File: src/rtl/sdac_pkg.sv
package sdac_pkg;
  // Physical slot for a logical thermometer index under a stride scramble.
  function automatic int unsigned slot_of(input int unsigned idx,
                                          input int unsigned stride,
                                          input int unsigned cells);
    return (idx * stride) % cells;
  endfunction
endpackage

File: src/rtl/sdac_rowcol_dec.sv
module sdac_rowcol_dec #(
  parameter int ROW_BITS = 3,
  parameter int COL_BITS = 3,
  localparam int SEG_W   = ROW_BITS + COL_BITS,
  localparam int N_ROWS  = 1 << ROW_BITS,
  localparam int N_COLS  = 1 << COL_BITS,
  localparam int N_CELLS = (1 << SEG_W) - 1
) (
  input  logic [SEG_W-1:0]   seg,
  output logic [N_CELLS-1:0] cell_on
);
  logic [ROW_BITS-1:0] row_sel;
  logic [COL_BITS-1:0] col_sel;
  logic [N_ROWS-1:0]   row_full;
  logic [N_ROWS-1:0]   row_part;
  logic [N_COLS-1:0]   col_low;

  assign row_sel = seg[SEG_W-1:COL_BITS];
  assign col_sel = seg[COL_BITS-1:0];

  for (genvar r = 0; r < N_ROWS; r++) begin : g_row
    assign row_full[r] = (row_sel >  ROW_BITS'(r));
    assign row_part[r] = (row_sel == ROW_BITS'(r));
  end

  for (genvar c = 0; c < N_COLS; c++) begin : g_col
    assign col_low[c] = (col_sel > COL_BITS'(c));
  end

  for (genvar r = 0; r < N_ROWS; r++) begin : g_mr
    for (genvar c = 0; c < N_COLS; c++) begin : g_mc
      if (r * N_COLS + c < N_CELLS) begin : g_cell
        assign cell_on[r*N_COLS+c] = row_full[r] | (row_part[r] & col_low[c]);
      end
    end
  end
endmodule

File: src/rtl/sdac_cell_map.sv
module sdac_cell_map #(
  parameter int N_CELLS = 63,
  parameter int STRIDE  = 1
) (
  input  logic [N_CELLS-1:0] logical,
  output logic [N_CELLS-1:0] physical
);
  import sdac_pkg::*;

  if (STRIDE == 1) begin : g_ident
    assign physical = logical;
  end else begin : g_scram
    for (genvar i = 0; i < N_CELLS; i++) begin : g_idx
      localparam int SLOT = int'(slot_of(i, STRIDE, N_CELLS));
      assign physical[SLOT] = logical[i];
    end
  end
endmodule

File: src/rtl/sdac_pair_latch.sv
module sdac_pair_latch #(
  parameter int W = 1
) (
  input  logic         clk,
  input  logic         rst_n,
  input  logic         load,
  input  logic [W-1:0] d,
  output logic [W-1:0] q_p,
  output logic [W-1:0] q_n
);
  // Two separate flops per cell so each side has its own driver.
  always_ff @(posedge clk) begin
    if (!rst_n) begin
      q_p <= '0;
      q_n <= '1;
    end else if (load) begin
      q_p <= d;
      q_n <= ~d;
    end
  end
endmodule

File: src/rtl/sdac_switch_decoder.sv
module sdac_switch_decoder #(
  parameter int ROW_BITS = 3,
  parameter int COL_BITS = 3,
  parameter int BIN_BITS = 2,
  parameter int STRIDE   = 1,
  localparam int SEG_W   = ROW_BITS + COL_BITS,
  localparam int CODE_W  = SEG_W + BIN_BITS,
  localparam int N_CELLS = (1 << SEG_W) - 1
) (
  input  logic               clk,
  input  logic               rst_n,
  input  logic               in_valid,
  input  logic [CODE_W-1:0]  in_code,
  output logic [N_CELLS-1:0] therm_p,
  output logic [N_CELLS-1:0] therm_n,
  output logic [BIN_BITS-1:0] bin_p,
  output logic [BIN_BITS-1:0] bin_n
);
  logic [N_CELLS-1:0] cells_logical;
  logic [N_CELLS-1:0] cells_physical;

  sdac_rowcol_dec #(
    .ROW_BITS(ROW_BITS),
    .COL_BITS(COL_BITS)
  ) u_dec (
    .seg     (in_code[CODE_W-1:BIN_BITS]),
    .cell_on (cells_logical)
  );

  sdac_cell_map #(
    .N_CELLS(N_CELLS),
    .STRIDE (STRIDE)
  ) u_map (
    .logical  (cells_logical),
    .physical (cells_physical)
  );

  sdac_pair_latch #(.W(N_CELLS)) u_therm_lat (
    .clk   (clk),
    .rst_n (rst_n),
    .load  (in_valid),
    .d     (cells_physical),
    .q_p   (therm_p),
    .q_n   (therm_n)
  );

  // Binary segment: straight from the code bits, no decode.
  sdac_pair_latch #(.W(BIN_BITS)) u_bin_lat (
    .clk   (clk),
    .rst_n (rst_n),
    .load  (in_valid),
    .d     (in_code[BIN_BITS-1:0]),
    .q_p   (bin_p),
    .q_n   (bin_n)
  );
endmodule

File: config.mk
export PLATFORM = sky130hd
export DESIGN_NAME = sdac_switch_decoder
export DESIGN_NICKNAME = d
export VERILOG_FILES = /design/src/rtl/sdac_pkg.sv /design/src/rtl/sdac_rowcol_dec.sv /design/src/rtl/sdac_cell_map.sv /design/src/rtl/sdac_pair_latch.sv /design/src/rtl/sdac_switch_decoder.sv
export SDC_FILE = /design/constraint.sdc
export NUM_CORES = 1
export LEC_CHECK = 0
export ABC_AREA = 1
export BUFFER_PORTS_ARGS = -buffer_cell sky130_fd_sc_hd__buf_4
export CAP_MARGIN = 20
export CORE_MARGIN = 1.5
export CORE_UTILIZATION = 30
export DETAILED_ROUTE_END_ITERATION = 10
export PLACE_DENSITY = 0.59
export SYNTH_ARGS = -nofsm -noshare
export SYNTH_HDL_FRONTEND = slang
export SYNTH_SLANG_ARGS = --single-unit
File: constraint.sdc
create_clock -name clk -period 2.8 [get_ports clk]
set_clock_uncertainty 0.15 [all_clocks]
set_input_delay 0.42 -clock clk [delete_from_list [all_inputs] [get_ports clk]]
set_output_delay 0.42 -clock clk [all_outputs]
set_load 0.01 [all_outputs]
Yosys cells after proc, flatten, opt, wreduce, memory -nomap -nowiden
Cells that the tools add are included.
{"block": "classes", "order_cmp": 16, "n_eq_ne": 7, "bitwise": 128, "n_reduce_logical": 1}
{"op": "$and 1x1->1", "count": 63}
{"op": "$not 63->63", "count": 1}
{"op": "$or 1x1->1", "count": 63}
{"op": "$gt 3x3->1 const B", "count": 8}
{"op": "$eq 3x3->1 const B", "count": 4}
{"op": "$gt 3x1->1 const B", "count": 4}
{"op": "$gt 3x2->1 const B", "count": 4}
{"op": "$eq 3x2->1 const B", "count": 2}
{"op": "$eq 3x1->1 const B", "count": 1}
{"op": "$logic_not 3->1", "count": 1}
{"op": "$not 2->2", "count": 1}
{"block": "totals", "regBits": 130, "input_bits": 11, "output_inout_bits": 130, "elab_cells": 156}

Longest topological paths before layout
{"block": "logic_depth", "ltp_word": 4, "depth_mapped": 8, "mapped_depth_nobuf": 7}

Cells and area by module
Synthesis repeated with hierarchy kept, for this count alone.
{"block": "unflattened", "cells_unflattened": 802, "hier_area_um2": 5624.1}
{"mod": "sdac_pair_latch at u_therm_lat", "instances": 1, "cells_per_inst": 601, "area_per_inst_um2": 4481.8, "seq_area_each_um2": 2522.4}
{"mod": "sdac_rowcol_dec", "instances": 1, "cells_per_inst": 120, "area_per_inst_um2": 526.8, "seq_area_each_um2": 0.0}
{"mod": "sdac_cell_map", "instances": 1, "cells_per_inst": 63, "area_per_inst_um2": 473.0, "seq_area_each_um2": 0.0}
{"mod": "sdac_pair_latch at u_bin_lat", "instances": 1, "cells_per_inst": 18, "area_per_inst_um2": 142.6, "seq_area_each_um2": 80.1}

Least setup slack after synthesis
OpenSTA, ideal clock, no wires.
{"block": "synth_path", "path_kind": "input to register", "start": "input in_code[6]", "end": "register u_therm_lat.q_p[1]", "setup_time_ns": 0.113, "t_arrival_ns": 1.113, "required_ns": 2.537, "setup_slack_ns": 1.424, "cell_stages": 7, "path_buffers": 1, "cell_sequence": "buf_4 > nor2_1 > inv_1 > nor2_4 > nand3_1 > nand2_1 > nor2_1"}
{"block": "synth_via", "elab_chain_len": 3, "word_cells_on_any_way": 4, "cone_classes": "1 x order compare; 2 x bitwise; 1 x reduce/logical"}
{"item": "from (decl)", "line": "sdac_switch_decoder.sv:13", "source": "input logic [CODE_W-1:0] in_code,"}
{"item": "parallel branches: the longest is 2 deep, another holds $gt 3x1->1"}
{"item": "$or 1x1->1 *", "line": "sdac_rowcol_dec.sv:33", "source": "assign cell_on[r*N_COLS+c] = row_full[r] | (row_part[r] & col_low[c]);"}
{"item": "to (signal assigned)", "line": "sdac_pair_latch.sv:14", "source": "q_p <= '0;"}
{"item": "to (signal assigned)", "line": "sdac_pair_latch.sv:17", "source": "q_p <= d;"}
{"item": "to (decl)", "line": "sdac_pair_latch.sv:8", "source": "output logic [W-1:0] q_p,"}
Mark *: on every way between the ends.
A chain may end at the register's enable or synchronous reset.

Final worst setup path
{"block": "layout_path", "start": "register u_therm_lat.q_p[53]", "end": "output therm_p[53]"}
{"item": "to (decl)", "line": "sdac_switch_decoder.sv:14", "source": "output logic [N_CELLS-1:0] therm_p,"}
No word-level cell between the ends.

==> impl_metrics.json <==
{
  "run_status": "complete, no violations",
  "area_growth_syn_to_layout_pct": 37.9,
  "ant_nets": 0,
  "ys_warn_count": 0,
  "grt_usage": 0.179,
  "crit_slowest_cell": "dfxtp_1",
  "rows": 45,
  "cts_setup_buffers": 0,
  "synth_compound_area_frac": 0.0990,
  "synth_cell_types": 26,
  "fill_cells": 1606,
  "vias": 4286,
  "setup_violations": 0,
  "mostFrequentLayoutCell": "nand2_1",
  "clock_sinks": 130,
  "power_density_nw_per_um2": 755,
  "floorplan.initialDensity": 0.307,
  "start_kind": "register",
  "grt_setup_unrepaired": "no",
  "path_class": "register to primary output",
  "cts_resized": 0,
  "numPortBuffers": 140,
  "cts_tree": "built",
  "cts_buffers": 17,
  "reg2reg_slack_ns": 1.96,
  "dieHeight_um": 128,
  "gr-total-overflow": 0,
  "syn_area_sq_um": 4660,
  "cp_top_family": "flip-flops",
  "fp.dieW_um": 128,
  "slew_headroom": 0.654,
  "finalSetupTns_ns": 0,
  "io_pins": 141,
  "instances_no_fill": 925,
  "wl_um": 14300,
  "synth_seq_cells": 130,
  "drt_iter0_drc": 295,
  "design_area_sq_um": 6430,
  "synth_xor_xnor_area_share": 0,
  "grt_pass1_wl_um": 22100,
  "n_antenna_cell": 0,
  "grt_pass1_vias": 3925,
  "wl_per_cell_um": 15.5,
  "fin_crit_sh": 0.537,
  "hp-class": "primary input to register",
  "drc_errors": 0,
  "synthMuxAreaShare": 0,
  "synthAdderAreaFrac": 0,
  "synth-simple-area-share": 0.283,
  "drv_slew": 0,
  "mostFrequentLayoutCells": "nand2_1, buf_4, dfxtp_1",
  "fin_crit_ns": 1.50,
  "cts_hold_buffers": 0,
  "max_freq_mhz": 665,
  "path_max_fanout": 2,
  "cp-end-kind": "primary output",
  "max_stage_delay_ns": 0.38,
  "cts_buffer_depth": 2,
  "drive_gt1_frac": 0.263,
  "core-area_sq_um": 15200,
  "syn_area_per_cell_sq_um": 7.92,
  "path_buf_inv": 1,
  "clk_pin_slew_worst_paths_ns": 0.05,
  "dpl.hpwl_um": 10200,
  "hold_violations": 0,
  "max-cap-violations": 0,
  "regArea_sq_um": 2600,
  "nNetsFinal": 738,
  "seq_area_frac_synth": 0.558,
  "synth_nets": 600,
  "firstDrtPassIters": 5,
  "dieArea_sq_um": 16300,
  "grt_max_degree": 45,
  "multi_input_area_sq_um": 1780,
  "root_buffer": "clkbuf_16",
  "worstPathArrival_ns": 0.93,
  "irDropWorstVdd_mv": 0.409,
  "place_congestion": 0.836,
  "h-tree-depth": 4,
  "cp_data_required_time_ns": 2.23,
  "p_leak_uw": 0.00307,
  "grt_antenna_before_repair": 0,
  "fin_hold_ws_ns": 0.159,
  "viasPerCell": 4.63,
  "crit_chain": "buf_4",
  "placedCellCount": 896,
  "clk_latency_ns": 0.41,
  "post_dp_cell_area_sq_um": 5840,
  "synth_cells": 589,
  "tightest_slew_ns": 0.518,
  "synth_top_family_by_area": "simple AND/OR/NAND/NOR gates"
}
[flip-flops by register name, summed over array words and instances, names as in the netlist]
name and cells:
u_bin_lat.q_p 2, u_bin_lat.q_n 2, u_therm_lat.q_n 63, u_therm_lat.q_p 63
[metrics by stage]
step,setup WS (ns),utilization,total power (uW)
6_report,1.30,0.423,4850
5_1_grt,1.18,0.423,5050
4_1_cts,1.29,0.423,4900
3_5_place_dp,0.883,0.384,2700
3_3_place_gp,0.898,0.384,2700
2_1_floorplan,1.42,-,2400
[report_power, final]
| group | switching, uW | internal, uW | leakage [uW] | total, uW |
|---|---|---|---|---|
| registers | 81.1 | 1980 | 0.00108 | 2070 |
| logic | 338 | 254 | 0.00170 | 592 |
| clock network | 758 | 1440 | 0.000287 | 2190 |
[routing by layer]
metal | vias to the layer above | wire length, um | GRT usage
met5 | - | 0 | 0
li1 | 2167 | - | -
met1 | 1944 | 6820 | 0.250
met2 | 159 | 6250 | 0.260
met3 | 16 | 1020 | 0.0543
met4 | 0 | 199 | 0.0635
[worst reg2reg max path, delay by kind of cell (launching register included)]
family	cells	cell delay [ns]
flip-flops	1	0.36
buffers and inverters	1	0.06
AND/OR/NAND/NOR	3	0.22
[logic make-up after synthesis]
family / after synthesis
AO/OA/AOI/OAI: 82
flip-flops: 130
buffers and inverters: 57
AND/OR/NAND/NOR: 320
[cells in the mapped netlist]
master    count  area, sq um
nor2_2        1         6.26
nand2_1     180          676
o21a_1        7         52.6
o21ai_0      29          145
inv_1        22         82.6
nand2_4       2         22.5
o21bai_1      1         7.51
nand4_1       2         12.5
o211ai_1      3         22.5
buf_1         1         3.75
a21o_1        1         7.51
o211a_1       2         20.0
buf_6         2         22.5
nor2_1       77          289
inv_2         5         18.8
nor2_4        3         33.8
buf_4         8         60.1
clkbuf_1      4         15.0
o21ai_1       2         10.0
nor3_1        2         10.0
a21oi_1      34          170
buf_2        15         75.1
dfxtp_1     130         2600
nand2_2       4         25.0
nand3_1      49          245
o21ai_2       3         26.3
[final cells by class]
| class | count | area share |
|---|---|---|
| Tap cell | 188 | 0.0366 |
| Timing Repair Buffer | 149 | 0.174 |
| Inverter | 27 | 0.0158 |
| Sequential cell | 130 | 0.405 |
| Clock buffer | 25 | 0.0802 |
| Clock inverter | 4 | 0.0113 |
| Multi-Input combinational cell | 402 | 0.277 |
[worst paths after layout]
path                                         start                                to  cells past startpoint
hold reg to reg   u_therm_lat.q_n[39]$_SDFFE_PN1P_  u_therm_lat.q_n[39]$_SDFFE_PN1P_                      2
setup / recovery  u_therm_lat.q_p[53]$_SDFFE_PN0P_                       therm_p[53]                      1
setup reg to reg  u_therm_lat.q_p[24]$_SDFFE_PN0P_  u_therm_lat.q_p[24]$_SDFFE_PN0P_                      4
hold / removal                          in_code[1]     u_bin_lat.q_p[1]$_SDFFE_PN0P_                      3
No activity file was read; power rests on OpenSTA's default activity.
